==> src/rtl/zbseg_pkg.sv <==
package zbseg_pkg;
  typedef logic [6:0] seg7_t;

  // lit pattern, bit0 = a ... bit6 = g, common-cathode sense
  function automatic seg7_t bcd_to_lit(input logic [3:0] v);
    seg7_t r;
    case (v)
      4'd0: r = 7'h3F;
      4'd1: r = 7'h06;
      4'd2: r = 7'h5B;
      4'd3: r = 7'h4F;
      4'd4: r = 7'h66;
      4'd5: r = 7'h6D;
      4'd6: r = 7'h7D;
      4'd7: r = 7'h07;
      4'd8: r = 7'h7F;
      4'd9: r = 7'h6F;
      default: r = 7'h00;
    endcase
    return r;
  endfunction
endpackage

==> src/rtl/zbseg_stage.sv <==
module zbseg_stage
  import zbseg_pkg::*;
#(
  parameter bit KEEP = 1'b0
) (
  input  logic [3:0] bcd_i,
  input  logic       blank_n_i,
  input  logic       zb_in_i,
  output logic       zb_out_o,
  output logic       zb_dark_o,
  output seg7_t      lit_o
);
  logic is_zero;

  always_comb begin
    is_zero   = (bcd_i == 4'd0);
    zb_out_o  = zb_in_i & is_zero;
    zb_dark_o = zb_out_o & ~KEEP;
    lit_o     = (blank_n_i && !zb_dark_o) ? bcd_to_lit(bcd_i) : 7'h00;
  end
endmodule

==> src/rtl/zbseg_drive.sv <==
module zbseg_drive
  import zbseg_pkg::*;
#(
  parameter bit ANODE = 1'b0
) (
  input  seg7_t lit_i,
  output seg7_t pin_o
);
  generate
    if (ANODE) begin : g_anode
      assign pin_o = ~lit_i;
    end else begin : g_cathode
      assign pin_o = lit_i;
    end
  endgenerate
endmodule

==> src/rtl/zbseg_decoder.sv <==
module zbseg_decoder
  import zbseg_pkg::*;
#(
  parameter int N_INT        = 4,
  parameter int N_FRAC       = 2,
  parameter bit COMMON_ANODE = 1'b0
) (
  input  logic [4*(N_INT+N_FRAC)-1:0] bcd_i,
  input  logic [N_INT+N_FRAC-1:0]     blank_n_i,
  input  logic                        zb_int_i,
  input  logic                        zb_frac_i,
  output logic [7*(N_INT+N_FRAC)-1:0] seg_o
);
  localparam int NDIG  = N_INT + N_FRAC;
  localparam int UNITS = N_FRAC;

  logic  zbi  [NDIG];
  logic  zbo  [NDIG];
  logic  dark [NDIG];
  seg7_t lit  [NDIG];
  seg7_t pin  [NDIG];

  genvar k;
  generate
    for (k = 0; k < NDIG; k++) begin : g_dig
      // chain wiring: integer side flows downward, fraction side upward
      if (k == NDIG - 1 && k >= UNITS) begin : g_msd
        assign zbi[k] = zb_int_i;
      end else if (k >= UNITS) begin : g_int
        assign zbi[k] = zbo[k+1];
      end else if (k == 0) begin : g_lsd
        assign zbi[k] = zb_frac_i;
      end else begin : g_frac
        assign zbi[k] = zbo[k-1];
      end

      zbseg_stage #(.KEEP(k == UNITS)) stage_i (
        .bcd_i    (bcd_i[4*k +: 4]),
        .blank_n_i(blank_n_i[k]),
        .zb_in_i  (zbi[k]),
        .zb_out_o (zbo[k]),
        .zb_dark_o(dark[k]),
        .lit_o    (lit[k])
      );

      zbseg_drive #(.ANODE(COMMON_ANODE)) drive_i (
        .lit_i(lit[k]),
        .pin_o(pin[k])
      );

      assign seg_o[7*k +: 7] = pin[k];

      always_comb begin
        AST_FORCED_DARK: assert (blank_n_i[k] || lit[k] == 7'h00);
        AST_BAD_CODE_DARK: assert (bcd_i[4*k+3 -: 4] <= 4'd9 || lit[k] == 7'h00);
        AST_DARK_IS_ZERO: assert (!dark[k] || bcd_i[4*k +: 4] == 4'd0);
      end

      if (k > UNITS && k < NDIG - 1) begin : g_a_int
        always_comb begin
          AST_LEAD_PREFIX: assert (!dark[k] || dark[k+1]);
        end
      end
      if (k > UNITS && k == NDIG - 1) begin : g_a_msd
        always_comb begin
          AST_LEAD_START: assert (!dark[k] || zb_int_i);
        end
      end
      if (k == UNITS) begin : g_a_units
        always_comb begin
          AST_UNITS_SHOWN: assert (!(zbo[k] && blank_n_i[k]) || lit[k] == 7'h3F);
        end
      end
      if (k < UNITS && k > 0) begin : g_a_frac
        always_comb begin
          AST_TRAIL_SUFFIX: assert (!dark[k] || dark[k-1]);
        end
      end
      if (k == 0 && UNITS > 0) begin : g_a_lsd
        always_comb begin
          AST_TRAIL_START: assert (!dark[k] || zb_frac_i);
        end
      end
      if (k == UNITS - 1) begin : g_a_radix
        always_comb begin
          AST_FRAC_ALL_ZERO: assert (!zbo[k] || bcd_i[4*UNITS-1:0] == '0);
        end
      end
    end
  endgenerate
endmodule

==> config.mk <==
export PLATFORM = sky130hd
export DESIGN_NAME = zbseg_decoder
export DESIGN_NICKNAME = d
export VERILOG_FILES = /design/src/rtl/zbseg_pkg.sv /design/src/rtl/zbseg_stage.sv /design/src/rtl/zbseg_drive.sv /design/src/rtl/zbseg_decoder.sv
export SDC_FILE = /design/constraint.sdc
export NUM_CORES = 1
export LEC_CHECK = 0
export BUFFER_PORTS_ARGS = -buffer_cell sky130_fd_sc_hd__buf_4
export CAP_MARGIN = 20
export CORE_MARGIN = 2
export CORE_UTILIZATION = 30
export DETAILED_ROUTE_END_ITERATION = 16
export GPL_ROUTABILITY_DRIVEN = 0
export SLEW_MARGIN = 10
export SYNTH_ARGS = -nofsm -noshare
export SYNTH_HDL_FRONTEND = slang
export SYNTH_SLANG_ARGS = --single-unit
==> constraint.sdc <==
create_clock -name vclk -period 1.9
set_clock_uncertainty 0.05 [all_clocks]
set_input_delay 0.38 -clock vclk [all_inputs]
set_output_delay 0.38 -clock vclk [all_outputs]
set_load 0.1 [all_outputs]
; After elaboration in Yosys (flattened, before gate mapping)
; Memories as Yosys holds them, arrays and structs flattened.
; Cells that the tools add are included.
[totals]
rom_bits = 672
in_bits = 32
mem_count = 6
out_inout_bits = 42
register_bits = 0
word_cells = 32
[memory_table]
columns = memory, depth, word_bits, read_ports, rd_clocked_by_memory_dff, write_ports, line
row1 = (name not given), 16, 7, 1, 0, 0, zbseg_pkg.sv:7  ; case (v)
row2 = (name not given), 16, 7, 1, 0, 0, zbseg_pkg.sv:7
row3 = (name not given), 16, 7, 1, 0, 0, zbseg_pkg.sv:7
row4 = (name not given), 16, 7, 1, 0, 0, zbseg_pkg.sv:7
row5 = (name not given), 16, 7, 1, 0, 0, zbseg_pkg.sv:7
row6 = (name not given), 16, 7, 1, 0, 0, zbseg_pkg.sv:7
[classes]
muxes = 6
bitwise_logic = 5
reduce_logical = 15
[ops]
columns = cell, n
row1 = $mux 7, 6
row2 = $logic_not 4->1, 5
row3 = $and 1x1->1, 5
row4 = $logic_and 1x1->1, 5
row5 = $logic_not 1->1, 5

; Longest topological paths before layout
; Gate-level depths: netlist (run 1).
[logic_depth]
depth_word = 7
ltp_mapped = 5
depth_no_buf = 5

; Hierarchy
; From an unflattened synthesis (run 1), not the netlist that was laid out.
[unflattened]
hier_cells = 236
area_unflattened_um2 = 1800.5
[by_module_without_submodules]
columns = mod, n_inst, area_per_inst_um2, seq_area_each_um2, cells_each
row1 = zbseg_stage at g_dig[0].stage_i ..., 5, 247.7, 0.0, 32
row2 = zbseg_drive, 6, 52.6, 0.0, 7
row3 = zbseg_stage at g_dig[2].stage_i, 1, 246.5, 0.0, 34

; Worst setup path before layout (run 1)
; No wires, ideal clock.
[synth_timing]
kind = input -> output
from = input port bcd_i[0]
to = output port seg_o[4]
path_buffers = 0
path_stages = 5
required_ns = 1.470
slack_ns = -1.825
arrival_time_ns = 3.295
path_cell_list = inv_1 > ha_1 > nor2b_1 > or3b_1 > a21boi_0
[synth_between]
elab_chain_len = 5
word_cells_on_any_way = 6
classes_between = 1 x mux / 1 x bitwise / 3 x reduce/logical / 1 x memory
[synth_rtl]
columns = item, line
row1 = "start, declared", zbseg_decoder.sv:8  ; input logic [4*(N_INT+N_FRAC)-1:0] bcd_i,
row2 = branches (longest 4 deep; another with $mem_v2 16x7), --
row3 = $mux 7 (*), zbseg_stage.sv:19  ; lit_o = (blank_n_i && !zb_dark_o) ? bcd_to_lit(bcd_i) : 7'h00;
row4 = "end, declared", zbseg_decoder.sv:12  ; output logic [7*(N_INT+N_FRAC)-1:0] seg_o
; Mark *: on every way between the ends.

; Worst setup path in the final report (run 1)
[layout_timing]
from = input port bcd_i[17]
to = output port seg_o[24]
[layout_between]
elab_chain_len = 6
[layout_rtl]
columns = item, line
row1 = $logic_not 4->1, zbseg_stage.sv:16  ; is_zero = (bcd_i == 4'd0);
row2 = $and 1x1->1 (2 in series), zbseg_stage.sv:17  ; zb_out_o = zb_in_i & is_zero;
row3 = $logic_not 1->1, zbseg_stage.sv:19
row4 = $logic_and 1x1->1, zbseg_stage.sv:19
row5 = $mux 7, zbseg_stage.sv:19
; Every way passes these cells.

==> flow_summary.html, run 1 <==
<table>
<tr><th>Metric</th><th>Value</th></tr>
<tr><th colspan="2">Pwr</th></tr>
<tr><td>Switching portion of total power</td><td>0.601</td></tr>
<tr><td>Proportion of power drawn by the clock network</td><td>0</td></tr>
<tr><td>Logic pwr share</td><td>1.000</td></tr>
<tr><td>Sequential share of power</td><td>0</td></tr>
<tr><td>Total internal power</td><td>approximately 0.5 mW</td></tr>
<tr><td>Leakage power</td><td>between 1.5 and 2 nW</td></tr>
<tr><td>Tot Pwr</td><td>1.29 mW</td></tr>
<tr><td>Switching power</td><td>between 0.7 and 0.8 mW</td></tr>
<tr><td>Peak supply drop</td><td>0.243 mV</td></tr>
<tr><td>P per Cell Area</td><td>~360 nW/um^2</td></tr>
<tr><th colspan="2">Die</th></tr>
<tr><td>Die Wd</td><td>roughly 70 um</td></tr>
<tr><td>Die Ht</td><td>~70 um</td></tr>
<tr><td>Area of the placeable core</td><td>just over 4000 um^2</td></tr>
<tr><td>Boundary pin count</td><td>74</td></tr>
<tr><td>Number of placement rows</td><td>23</td></tr>
<tr><td>DIE AREA</td><td>between 4000 and 5000 um^2</td></tr>
<tr><td>Starting density of the core</td><td>0.320</td></tr>
<tr><th colspan="2">Synth</th></tr>
<tr><td>Share of the synthesized area in the top cell type</td><td>0.287</td></tr>
<tr><td>Synth Net Count</td><td>about 260</td></tr>
<tr><td>Post-Syn Area</td><td>roughly 1300 um^2</td></tr>
<tr><td>Post-synthesis average cell area</td><td>about 6.7 um^2</td></tr>
<tr><td>Sequential-to-total area share from yosys stat</td><td>0</td></tr>
<tr><td>Cell types with the largest area share after synthesis</td><td>sky130_fd_sc_hd__ha_1 29%, sky130_fd_sc_hd__a21oi_1 7.7%, sky130_fd_sc_hd__nor2_1 7.5%</td></tr>
<tr><td>Number of warning messages in the yosys log</td><td>0</td></tr>
<tr><td>Synth area leader</td><td>sky130_fd_sc_hd__ha_1</td></tr>
<tr><td>Library cells used by synthesis</td><td>35</td></tr>
<tr><td>Post-synthesis instance total</td><td>195</td></tr>
<tr><th colspan="2">STA</th></tr>
<tr><td>Final setup TNS</td><td>-3160 ps</td></tr>
<tr><td>Slew margin rel.</td><td>0.705</td></tr>
<tr><td>Maximum clock frequency</td><td>around 460 MHz</td></tr>
<tr><td>Total setup violations reported at the end of the flow</td><td>29</td></tr>
<tr><td>Worst Slack Setup Final</td><td>-261 ps</td></tr>
<tr><td>RSZ-0062 raised after global routing</td><td>yes</td></tr>
<tr><td>Tcrit/Tclk final</td><td>1.14</td></tr>
<tr><td>Slew at the pin closest to its max-slew limit</td><td>around 440 ps</td></tr>
<tr><td>Tightest hold margin</td><td>1120 ps</td></tr>
<tr><td>Number of endpoints with negative hold slack in the final report</td><td>0</td></tr>
<tr><td>Fin. max-slew vios</td><td>0</td></tr>
<tr><td>Period minus WS final</td><td>2160 ps</td></tr>
<tr><th colspan="2">Global route</th></tr>
<tr><td>Number of global-route vias before repair</td><td>approximately 1800</td></tr>
<tr><td>Remaining Overflow, GRT</td><td>0</td></tr>
<tr><td>Wire length of the first global-routing pass</td><td>between 8 and 9 mm</td></tr>
<tr><td>Antenna violations before repair</td><td>0</td></tr>
<tr><td>Largest net degree at the start of global routing</td><td>12</td></tr>
<tr><td>All-layer global routing usage</td><td>0.189</td></tr>
<tr><th colspan="2">Setup path</th></tr>
<tr><td>Critical Setup Path Class</td><td>input pin to output port</td></tr>
<tr><td>Most common cell type on the critical path</td><td>sky130_fd_sc_hd__buf_12</td></tr>
<tr><td>Crit path cell chain</td><td>buf_12 -&gt; inv_16 -&gt; ha_4 -&gt; or3b_4 -&gt; nor4b_4 -&gt; buf_12 -&gt; nor3_4 -&gt; buf_12</td></tr>
<tr><td>Max stage delay cell, worst path</td><td>sky130_fd_sc_hd__or3b_4</td></tr>
<tr><td>Max FO, Critical Path</td><td>7</td></tr>
<tr><td>Largest stage delay on the critical path</td><td>380 ps</td></tr>
<tr><td>Crit end category</td><td>output port</td></tr>
<tr><td>Crit start category</td><td>input pin</td></tr>
<tr><td>Data arrival, critical path</td><td>around 1700 ps</td></tr>
<tr><td>CP Data Required Time</td><td>1470 ps</td></tr>
<tr><th colspan="2">Detailed routing</th></tr>
<tr><td>DRC marker count from the first detailed-route iteration</td><td>43</td></tr>
<tr><td>WL final</td><td>5.28 mm</td></tr>
<tr><td>Post-route ant nets</td><td>0</td></tr>
<tr><td>Via-per-instance ratio</td><td>between 5 and 6</td></tr>
<tr><td>Overall via count from detail_route</td><td>approximately 1900</td></tr>
<tr><td>Avg WL per Cell</td><td>between 10 and 15 um</td></tr>
<tr><td>Length of the first detailed-routing pass in iterations</td><td>4</td></tr>
<tr><td>Number of design rule violations left after detail routing</td><td>0</td></tr>
<tr><th colspan="2">Hold path</th></tr>
<tr><td>Worst min-delay path startpoint</td><td>blank_n_i[1]</td></tr>
<tr><td>Cell depth of the worst min-delay path</td><td>3</td></tr>
<tr><td>Hold Crit Class</td><td>input pin to output port</td></tr>
<tr><td>Sink of the worst hold path</td><td>seg_o[11]</td></tr>
<tr><th colspan="2">Finish</th></tr>
<tr><td>Diode insertion count for antenna repair</td><td>0</td></tr>
<tr><td>Layout overhead on the synthesized area</td><td>171%</td></tr>
<tr><td>Layout cell share with drive strength beyond 1</td><td>0.683</td></tr>
<tr><td>Sequential cell area</td><td>0 um^2</td></tr>
<tr><td>Commonest non-fill, non-tap cells in the layout</td><td>80 x sky130_fd_sc_hd__buf_4, 40 x sky130_fd_sc_hd__buf_12, 21 x sky130_fd_sc_hd__ha_1, 14 x sky130_fd_sc_hd__nor2_4, 14 x sky130_fd_sc_hd__inv_1</td></tr>
<tr><td>Multi-input gate area</td><td>approximately 1800 um^2</td></tr>
<tr><td># fillers</td><td>around 210</td></tr>
<tr><td>CLK BUF</td><td>0</td></tr>
<tr><td># nets final</td><td>approximately 390</td></tr>
<tr><td>Sequential cell count</td><td>0</td></tr>
<tr><td>Commonest non-fill, non-tap cell in the layout</td><td>sky130_fd_sc_hd__buf_4</td></tr>
<tr><th colspan="2">Place</th></tr>
<tr><td>Setup slack at placement</td><td>-438 ps</td></tr>
<tr><td>Detailed placement HPWL</td><td>3.54 mm</td></tr>
<tr><td>Number of port buffers</td><td>74</td></tr>
<tr><th colspan="2">Run status</th></tr>
<tr><td>Violations in the final reports</td><td>negative setup slack</td></tr>
<tr><td>Result of the run</td><td>complete, but fails checks</td></tr>
<tr><th colspan="2">Job</th></tr>
<tr><td>Max capacitance violation total</td><td>0</td></tr>
<tr><th colspan="2">Clock network</th></tr>
<tr><td>Number of hold buffers added after cts</td><td>0</td></tr>
</table>
## power by group through the flow
stage / registers, mW / logic [mW] / clock network (mW)
6_report: 0 / 1.29 / 0
5_1_grt: 0 / 1.34 / 0
4_1_cts: 0 / 1.21 / 0
3_5_place_dp: 0 / 1.04 / 0
3_3_place_gp: 0 / 1.03 / 0
2_1_floorplan: 0 / 0.748 / 0
## worst max-delay path: cells and delay by family
| kind | cells | cell delay [ps] |
|---|---|---|
| fa+ha+maj | 1 | 110 |
| buf+inv | 4 | 510 |
| simple gates | 3 | 700 |
## repair_timing
action | in CTS | in global routing
buffers inserted | 4 | 5
gates resized for setup | 129 | 50
pin swaps | 13 | 12
setup endpoints to repair | 42 | 41
## cell families (layout without fill, tap and decap cells)
group,Yosys count,after routing,share of synthesized area
buf+inv,31,158,0.0977
xor+xnor,1,1,0.00671
fa+ha+maj,30,30,0.287
compound gates,51,51,0.241
mux,4,4,0.0316
simple gates,78,78,0.335
## worst max path at each step
stage / start / to / slack [ps]
3_5_place_dp: bcd_i[17] / seg_o[24] / -440
2_1_floorplan: bcd_i[17] / seg_o[24] / -560
6_report: bcd_i[17] / seg_o[24] / -260
4_1_cts: bcd_i[17] / seg_o[24] / -260
3_3_place_gp: bcd_i[17] / seg_o[24] / -410
5_1_grt: bcd_i[12] / seg_o[24] / -340
## routing by layer
metal	track usage	wire, um	vias to the layer above
li1	-	-	919
met1	0.236	2140	898
met2	0.374	2940	40
met3	0.00433	157	4
met4	0.00855	43	0
met5	0	0	-
## stage by stage
step            util  cell area [um^2]  std cells
2_1_floorplan      -              1780        195
3_3_place_gp   0.676              2760        365
3_5_place_dp   0.676              2760        365
4_1_cts        0.811              3310        369
5_1_grt        0.866              3540        372
6_report       0.866              3540        372
## cell usage after synthesis, types with 2 or more instances
library cell / n
sky130_fd_sc_hd__o21a_1: 5
sky130_fd_sc_hd__a21oi_1: 20
sky130_fd_sc_hd__nor2b_1: 6
sky130_fd_sc_hd__nor2_1: 26
sky130_fd_sc_hd__and3_1: 2
sky130_fd_sc_hd__inv_1: 23
sky130_fd_sc_hd__nand2_1: 8
sky130_fd_sc_hd__o311a_1: 2
sky130_fd_sc_hd__o22ai_1: 2
sky130_fd_sc_hd__nand3_1: 3
sky130_fd_sc_hd__clkbuf_1: 4
sky130_fd_sc_hd__nor3_1: 5
sky130_fd_sc_hd__a31oi_1: 2
sky130_fd_sc_hd__a211oi_1: 3
sky130_fd_sc_hd__nand2b_1: 15
sky130_fd_sc_hd__nor3b_1: 4
sky130_fd_sc_hd__buf_2: 3
sky130_fd_sc_hd__or2_2: 2
sky130_fd_sc_hd__and2_1: 2
sky130_fd_sc_hd__ha_1: 30
sky130_fd_sc_hd__o21ai_0: 12
sky130_fd_sc_hd__mux2i_1: 3
## final cells by class
cell class | count | share of cell area
tap | 50 | 0.0177
inverter | 23 | 0.0353
timing repair buffer | 135 | 0.450
multi-input combinational | 164 | 0.497
Note: power is estimated with default switching activity, not from simulation.
==> run 2, diff against run 1 <==
--- a/config.mk
+++ b/config.mk
@@ -5,7 +5,7 @@
 export SDC_FILE = /design/constraint.sdc
 export NUM_CORES = 1
 export LEC_CHECK = 0
-export BUFFER_PORTS_ARGS = -buffer_cell sky130_fd_sc_hd__buf_4
+export BUFFER_PORTS_ARGS = -buffer_cell sky130_fd_sc_hd__buf_2
 export CAP_MARGIN = 20
 export CORE_MARGIN = 2
 export CORE_UTILIZATION = 30
==> run 2 against run 1 <==
Effect of this change:
- the flow still finishes with violations (negative setup slack)
- global-route usage up 3.3 points
- first-iteration DRC count rose by 16%
- hold slack gained 12 ps
- via count down 3.1%
- critical path depth unchanged
- combinational power about the same
- die area did not move
- non-clock buffer count fell by 6
- largest cell class unchanged
==> flow_summary.html, run 2 (synthesized netlist as in run 1, its figures left out) <==
<table>
<tr><th>Metric</th><th>Value</th></tr>
<tr><th colspan="2">Die</th></tr>
<tr><td>Number of placement rows</td><td>23</td></tr>
<tr><td>Die Ht</td><td>approximately 70 um</td></tr>
<tr><td>DIE AREA</td><td>around 4900 um^2</td></tr>
<tr><td>Die Wd</td><td>roughly 70 um</td></tr>
<tr><td>Starting density of the core</td><td>0.320</td></tr>
<tr><td>Boundary pin count</td><td>74</td></tr>
<tr><td>Area of the placeable core</td><td>~4100 um^2</td></tr>
<tr><th colspan="2">Finish</th></tr>
<tr><td># fillers</td><td>216</td></tr>
<tr><td>Diode insertion count for antenna repair</td><td>0</td></tr>
<tr><td>Layout cell share with drive strength beyond 1</td><td>0.690</td></tr>
<tr><td>Sequential cell count</td><td>0</td></tr>
<tr><td>Multi-input gate area</td><td>1810 um^2</td></tr>
<tr><td>CLK BUF</td><td>0</td></tr>
<tr><td>Commonest non-fill, non-tap cell in the layout</td><td>sky130_fd_sc_hd__buf_4</td></tr>
<tr><td>Commonest non-fill, non-tap cells in the layout</td><td>49 x sky130_fd_sc_hd__buf_4, 45 x sky130_fd_sc_hd__buf_12, 25 x sky130_fd_sc_hd__buf_2, 18 x sky130_fd_sc_hd__ha_1</td></tr>
<tr><td># nets final</td><td>between 300 and 400</td></tr>
<tr><td>Non-filler instance count after layout</td><td>between 300 and 400</td></tr>
<tr><td>Sequential cell area</td><td>0 um^2</td></tr>
<tr><td>Layout overhead on the synthesized area</td><td>169%</td></tr>
<tr><th colspan="2">STA</th></tr>
<tr><td>Total setup violations reported at the end of the flow</td><td>21</td></tr>
<tr><td>Maximum clock frequency</td><td>458 MHz</td></tr>
<tr><td>Slew margin rel.</td><td>0.678</td></tr>
<tr><td>Fin. max-slew vios</td><td>0</td></tr>
<tr><td>Tcrit/Tclk final</td><td>1.15</td></tr>
<tr><td>Slew at the pin closest to its max-slew limit</td><td>around 480 ps</td></tr>
<tr><td>Worst Slack Setup Final</td><td>-285 ps</td></tr>
<tr><td>Final setup TNS</td><td>-3350 ps</td></tr>
<tr><td>RSZ-0062 raised after global routing</td><td>yes</td></tr>
<tr><td>Number of endpoints with negative hold slack in the final report</td><td>0</td></tr>
<tr><td>Period minus WS final</td><td>2190 ps</td></tr>
<tr><th colspan="2">Setup path</th></tr>
<tr><td>Most common cell type on the critical path</td><td>sky130_fd_sc_hd__buf_12</td></tr>
<tr><td>Data arrival, critical path</td><td>about 1800 ps</td></tr>
<tr><td>Max stage delay cell, worst path</td><td>sky130_fd_sc_hd__or3b_4</td></tr>
<tr><td>Crit path cell chain</td><td>buf_12 -&gt; inv_16 -&gt; ha_4 -&gt; or3b_4 -&gt; nor4b_4 -&gt; buf_12 -&gt; nor3_4 -&gt; buf_12</td></tr>
<tr><td>Crit start category</td><td>input pin</td></tr>
<tr><td>Max FO, Critical Path</td><td>7</td></tr>
<tr><td>CP Data Required Time</td><td>1470 ps</td></tr>
<tr><td>Critical Setup Path Class</td><td>input pin to output port</td></tr>
<tr><td>Largest stage delay on the critical path</td><td>approximately 400 ps</td></tr>
<tr><td>Crit end category</td><td>output port</td></tr>
<tr><td>Beginning of the critical path</td><td>bcd_i[17]</td></tr>
<tr><th colspan="2">Pwr</th></tr>
<tr><td>P per Cell Area</td><td>about 370 nW/um^2</td></tr>
<tr><td>Leakage power</td><td>approximately 1.5 nW</td></tr>
<tr><td>Peak supply drop</td><td>~0.24 mV</td></tr>
<tr><th colspan="2">Place</th></tr>
<tr><td>Detailed placement HPWL</td><td>approximately 3.7 mm</td></tr>
<tr><td>Cell count after placement</td><td>361</td></tr>
<tr><td>Number of port buffers</td><td>74</td></tr>
<tr><th colspan="2">Global route</th></tr>
<tr><td>All-layer global routing usage</td><td>0.221</td></tr>
<tr><td>Antenna violations before repair</td><td>0</td></tr>
<tr><td>Number of global-route vias before repair</td><td>between 1500 and 2000</td></tr>
<tr><td>Wire length of the first global-routing pass</td><td>9.21 mm</td></tr>
<tr><td>Remaining Overflow, GRT</td><td>0</td></tr>
<tr><td>Largest net degree at the start of global routing</td><td>12</td></tr>
<tr><th colspan="2">Run status</th></tr>
<tr><td>Violations in the final reports</td><td>negative setup slack</td></tr>
<tr><td>Result of the run</td><td>complete, but fails checks</td></tr>
<tr><th colspan="2">Detailed routing</th></tr>
<tr><td>WL final</td><td>5.38 mm</td></tr>
<tr><td>DRC marker count from the first detailed-route iteration</td><td>50</td></tr>
<tr><td>Overall via count from detail_route</td><td>roughly 1800</td></tr>
<tr><td>Post-route ant nets</td><td>0</td></tr>
<tr><td>Via-per-instance ratio</td><td>~4.9</td></tr>
<tr><td>Number of design rule violations left after detail routing</td><td>0</td></tr>
<tr><td>Length of the first detailed-routing pass in iterations</td><td>4</td></tr>
<tr><td>Avg WL per Cell</td><td>14.7 um</td></tr>
<tr><th colspan="2">Hold path</th></tr>
<tr><td>Worst min-delay path startpoint</td><td>blank_n_i[1]</td></tr>
<tr><td>Hold Crit Class</td><td>input pin to output port</td></tr>
<tr><th colspan="2">Job</th></tr>
<tr><td>Max capacitance violation total</td><td>0</td></tr>
</table>
==> run 2: worst paths after layout <==
check	slack (ps)	endpoint	depth (start not counted)
min	1130	seg_o[11]	3
max	-290	seg_o[21]	8
==> run 2: area by class of cell <==
class,instances,share of cell area
multi-input cells,164,0.514
repair buffers,129,0.434
inverters,23,0.0349
well taps,50,0.0178
==> run 2: through the flow <==
stage	utilization	worst slack, ps	hold WS, ps	power (mW)	cell area [um^2]
finish	0.860	-285	1130	1.29	3520
global route	0.860	-322	1130	1.34	3520
floorplan	-	-558	909	0.748	1780
CTS	0.829	-278	1120	1.25	3390
global placement	0.719	-506	1120	1.10	2940
detailed placement	0.719	-535	1130	1.11	2940
==> run 2: report_power, final <==
| part | switching, mW | total, mW | internal [mW] |
|---|---|---|---|
| logic | 0.779 | 1.29 | 0.509 |
| registers | 0 | 0 | 0 |
| clock network | 0 | 0 | 0 |
| total | 0.779 | 1.29 | 0.509 |
==> run 2: what timing repair did <==
| item | in CTS | in global routing |
|---|---|---|
| hold buffers | 0 | 0 |
| setup buffers | 5 | 5 |
| pin swaps | 19 | 17 |
| cloned | 0 | 0 |
| gates resized for setup | 106 | 33 |
| endpoints found under the setup margin | 37 | 37 |
==> run 2: metal layers <==
metal,wire length [um],vias to the layer above,global-route usage
met4,95,0,0.0235
met3,144,10,0.0144
met2,3070,44,0.467
li1,-,906,-
met5,0,-,0
met1,2070,844,0.242
==> run 2: worst max-delay path, delay by kind of cell <==
kind | cells | cell delay (ps)
buffers and inverters | 4 | 520
adder cells (fa/ha/maj) | 1 | 110
AND/OR/NAND/NOR | 3 | 740
==> run 3, diff against run 2 <==
--- a/config.mk
+++ b/config.mk
@@ -5,6 +5,7 @@
 export SDC_FILE = /design/constraint.sdc
 export NUM_CORES = 1
 export LEC_CHECK = 0
+export ABC_AREA = 1
 export BUFFER_PORTS_ARGS = -buffer_cell sky130_fd_sc_hd__buf_2
 export CAP_MARGIN = 20
 export CORE_MARGIN = 2
==> run 3 against run 2 <==
Effect of this change:
- cell area shrank 4.1%
- largest power group unchanged
- critical endpoint is now seg_o[12]
- largest cell class unchanged
- die area shrank 8.2%
- synthesized cell count grew 8.7%
- the run still ends with negative setup slack left
==> flow_summary.html, run 3 <==
<table>
<tr><th>Metric</th><th>Value</th></tr>
<tr><th colspan="2">Pwr</th></tr>
<tr><td>Proportion of power drawn by the clock network</td><td>0</td></tr>
<tr><td>P per Cell Area</td><td>383 nW/um^2</td></tr>
<tr><td>Tot Pwr</td><td>roughly 1.3 mW</td></tr>
<tr><td>Switching power</td><td>about 0.82 mW</td></tr>
<tr><td>Logic pwr share</td><td>1.000</td></tr>
<tr><td>Peak supply drop</td><td>~0.27 mV</td></tr>
<tr><td>Total internal power</td><td>between 0.4 and 0.5 mW</td></tr>
<tr><td>Leakage power</td><td>~1.5 nW</td></tr>
<tr><td>Sequential share of power</td><td>0</td></tr>
<tr><td>Switching portion of total power</td><td>0.634</td></tr>
<tr><th colspan="2">Finish</th></tr>
<tr><td>CLK BUF</td><td>0</td></tr>
<tr><td>Non-filler instance count after layout</td><td>roughly 380</td></tr>
<tr><td>Layout overhead on the synthesized area</td><td>183%</td></tr>
<tr><td>Commonest non-fill, non-tap cells in the layout</td><td>46 x sky130_fd_sc_hd__buf_4, 41 x sky130_fd_sc_hd__buf_12, 34 x sky130_fd_sc_hd__nor2_4, 23 x sky130_fd_sc_hd__buf_2, 21 x sky130_fd_sc_hd__nand2_1</td></tr>
<tr><td>Multi-input gate area</td><td>roughly 1700 um^2</td></tr>
<tr><td>Commonest non-fill, non-tap cell in the layout</td><td>sky130_fd_sc_hd__buf_4</td></tr>
<tr><td>Layout cell share with drive strength beyond 1</td><td>0.690</td></tr>
<tr><td>Diode insertion count for antenna repair</td><td>0</td></tr>
<tr><td># nets final</td><td>~400</td></tr>
<tr><td># fillers</td><td>about 170</td></tr>
<tr><td>Sequential cell area</td><td>0 um^2</td></tr>
<tr><td>Sequential cell count</td><td>0</td></tr>
<tr><th colspan="2">Synth</th></tr>
<tr><td>Post-synthesis instance total</td><td>about 210</td></tr>
<tr><td>Synth Net Count</td><td>between 200 and 300</td></tr>
<tr><td>Share of the synthesized area in the top cell type</td><td>0.315</td></tr>
<tr><td>Post-synthesis average cell area</td><td>approximately 5.6 um^2</td></tr>
<tr><td>XOR/XNOR Fraction of Synth Area</td><td>0</td></tr>
<tr><td>Number of warning messages in the yosys log</td><td>0</td></tr>
<tr><td>Sequential-to-total area share from yosys stat</td><td>0</td></tr>
<tr><td>Simple-gate share of the synthesized area</td><td>0.361</td></tr>
<tr><td>Synth area leader</td><td>sky130_fd_sc_hd__ha_1</td></tr>
<tr><td>Combinational family with the most area after synthesis</td><td>simple AND/OR/NAND/NOR gates</td></tr>
<tr><td>Most frequent cells after synthesis</td><td>50 x sky130_fd_sc_hd__nor2_1, 34 x sky130_fd_sc_hd__inv_1, 30 x sky130_fd_sc_hd__ha_1, 28 x sky130_fd_sc_hd__nand2_1, 27 x sky130_fd_sc_hd__o21ai_0</td></tr>
<tr><td>Post-Syn Area</td><td>between 1000 and 1500 um^2</td></tr>
<tr><td>Most frequent cell after synthesis</td><td>sky130_fd_sc_hd__nor2_1</td></tr>
<tr><td>Compound-gate portion of the synthesized area</td><td>0.201</td></tr>
<tr><td>Library cells used by synthesis</td><td>20</td></tr>
<tr><td>Cell types with the largest area share after synthesis</td><td>sky130_fd_sc_hd__ha_1 31%, sky130_fd_sc_hd__nor2_1 16%, sky130_fd_sc_hd__o21ai_0 11%</td></tr>
<tr><td>Adder-Cell Fraction of Synth Area</td><td>0.315</td></tr>
<tr><td>Proportion of synthesized area in mux cells</td><td>0</td></tr>
<tr><th colspan="2">Die</th></tr>
<tr><td>Number of placement rows</td><td>22</td></tr>
<tr><td>DIE AREA</td><td>roughly 4500 um^2</td></tr>
<tr><td>Boundary pin count</td><td>74</td></tr>
<tr><td>Die Ht</td><td>around 67 um</td></tr>
<tr><td>Starting density of the core</td><td>0.319</td></tr>
<tr><td>Area of the placeable core</td><td>~3700 um^2</td></tr>
<tr><td>Die Wd</td><td>around 67 um</td></tr>
<tr><th colspan="2">Detailed routing</th></tr>
<tr><td>Number of design rule violations left after detail routing</td><td>0</td></tr>
<tr><td>Overall via count from detail_route</td><td>between 1500 and 2000</td></tr>
<tr><td>Via-per-instance ratio</td><td>4.77</td></tr>
<tr><td>Avg WL per Cell</td><td>~14 um</td></tr>
<tr><td>DRC marker count from the first detailed-route iteration</td><td>73</td></tr>
<tr><td>Length of the first detailed-routing pass in iterations</td><td>4</td></tr>
<tr><td>Post-route ant nets</td><td>0</td></tr>
<tr><td>WL final</td><td>~5.2 mm</td></tr>
<tr><th colspan="2">Job</th></tr>
<tr><td>Max capacitance violation total</td><td>0</td></tr>
<tr><th colspan="2">STA</th></tr>
<tr><td>Fin. max-slew vios</td><td>0</td></tr>
<tr><td>Total setup violations reported at the end of the flow</td><td>3</td></tr>
<tr><td>Worst Slack Setup Final</td><td>-16.3 ps</td></tr>
<tr><td>Period minus WS final</td><td>between 1500 and 2000 ps</td></tr>
<tr><td>Slew margin rel.</td><td>0.691</td></tr>
<tr><td>Number of endpoints with negative hold slack in the final report</td><td>0</td></tr>
<tr><td>Maximum clock frequency</td><td>between 500 and 600 MHz</td></tr>
<tr><td>Slew at the pin closest to its max-slew limit</td><td>approximately 460 ps</td></tr>
<tr><td>Final setup TNS</td><td>-44.8 ps</td></tr>
<tr><td>RSZ-0062 raised after global routing</td><td>yes</td></tr>
<tr><td>Tcrit/Tclk final</td><td>1.01</td></tr>
<tr><th colspan="2">Setup path</th></tr>
<tr><td>Max stage delay cell, worst path</td><td>sky130_fd_sc_hd__o21ai_0</td></tr>
<tr><td>Critical Setup Path Class</td><td>input pin to output port</td></tr>
<tr><td>CP Data Required Time</td><td>about 1500 ps</td></tr>
<tr><td>Crit path cell chain</td><td>buf_4 -&gt; inv_2 -&gt; ha_4 -&gt; inv_1 -&gt; nor2_4 -&gt; o21ai_0 -&gt; nor2_4 -&gt; buf_12</td></tr>
<tr><td>Crit start category</td><td>input pin</td></tr>
<tr><td>Largest stage delay on the critical path</td><td>roughly 370 ps</td></tr>
<tr><td>Data arrival, critical path</td><td>1490 ps</td></tr>
<tr><td>Crit end category</td><td>output port</td></tr>
<tr><td>Most common cell type on the critical path</td><td>sky130_fd_sc_hd__nor2_4</td></tr>
<tr><td>Max FO, Critical Path</td><td>3</td></tr>
<tr><th colspan="2">Global route</th></tr>
<tr><td>Remaining Overflow, GRT</td><td>0</td></tr>
<tr><td>Antenna violations before repair</td><td>0</td></tr>
<tr><td>Wire length of the first global-routing pass</td><td>7.61 mm</td></tr>
<tr><td>Number of global-route vias before repair</td><td>between 1500 and 2000</td></tr>
<tr><td>All-layer global routing usage</td><td>0.208</td></tr>
<tr><td>Largest net degree at the start of global routing</td><td>9</td></tr>
<tr><th colspan="2">Place</th></tr>
<tr><td>Number of port buffers</td><td>74</td></tr>
<tr><td>Cell count after placement</td><td>380</td></tr>
<tr><td>Detailed placement HPWL</td><td>roughly 3.7 mm</td></tr>
<tr><td>Setup slack at placement</td><td>-189 ps</td></tr>
<tr><th colspan="2">Clock network</th></tr>
<tr><td>Number of hold buffers added after cts</td><td>0</td></tr>
<tr><th colspan="2">Run status</th></tr>
<tr><td>Result of the run</td><td>complete, but fails checks</td></tr>
<tr><td>Violations in the final reports</td><td>negative setup slack</td></tr>
<tr><th colspan="2">Hold path</th></tr>
<tr><td>Cell depth of the worst min-delay path</td><td>3</td></tr>
<tr><td>Hold Crit Class</td><td>input pin to output port</td></tr>
</table>
[run 3: changes by cell type in the layout (fill, tap and decap cells not counted), sizes merged, moves of 6 or more]
cell,previous run,this run
inv,23,38
buf,129,123
nand2,8,35
nor2b,6,0
a21oi,20,8
nor2,26,52
nand2b,15,0
o21ai,12,32
[run 3: worst paths after layout]
check | endpoint | slack [ps] | startpoint
min | seg_o[18] | 1110 | blank_n_i[2]
max | seg_o[12] | -20 | bcd_i[4]
[run 3: power by group through the flow]
stage	Clock (mW)	Sequential (mW)	Combinational [mW]
after CTS	0	0	1.23
final	0	0	1.29
after floorplan	0	0	0.737
after global placement	0	0	1.17
after detailed placement	0	0	1.19
after global routing	0	0	1.35
[run 3: stage by stage]
stage | utilization | hold slack [ps] | area, um^2
finish | 0.900 | 1110 | 3370
global route | 0.900 | 1120 | 3370
CTS | 0.843 | 1110 | 3160
detailed placement | 0.800 | 1110 | 3000
global placement | 0.800 | 1110 | 3000
floorplan | - | 928 | 1610
[run 3: area by class of cell]
cell class / instances / area share
timing repair buffer: 123 / 0.426
multi-input combinational: 173 / 0.508
tap: 48 / 0.0178
inverter: 39 / 0.0483
[run 3: critical path: cells and delay by family]
family | cells | cell delay [ps]
AOI/OAI and AO/OA | 1 | 370
buffers and inverters | 4 | 430
and+or+nand+nor | 2 | 140
adders and majority gates | 1 | 150
[run 3: repair_timing]
item	4_1_cts	5_1_grt
setup endpoints to repair	30	30
pin swaps	18	21
gates resized for setup	43	67
setup buffers	1	2
endpoints found under the hold margin	0	0
[run 3: cell families (layout without fill, tap and decap cells)]
| family | count (synthesis) | after routing |
|---|---|---|
| and+or+nand+nor | 100 | 100 |
| AOI/OAI and AO/OA | 43 | 43 |
| buffers and inverters | 39 | 162 |
| adders and majority gates | 30 | 30 |
[run 3: metal layers]
metal	part of all wire	vias up	track usage
li1	-	917	-
met4	0.0056	0	0.00510
met5	0	-	0
met1	0.39	852	0.250
met2	0.55	54	0.408
met3	0.052	4	0.0253
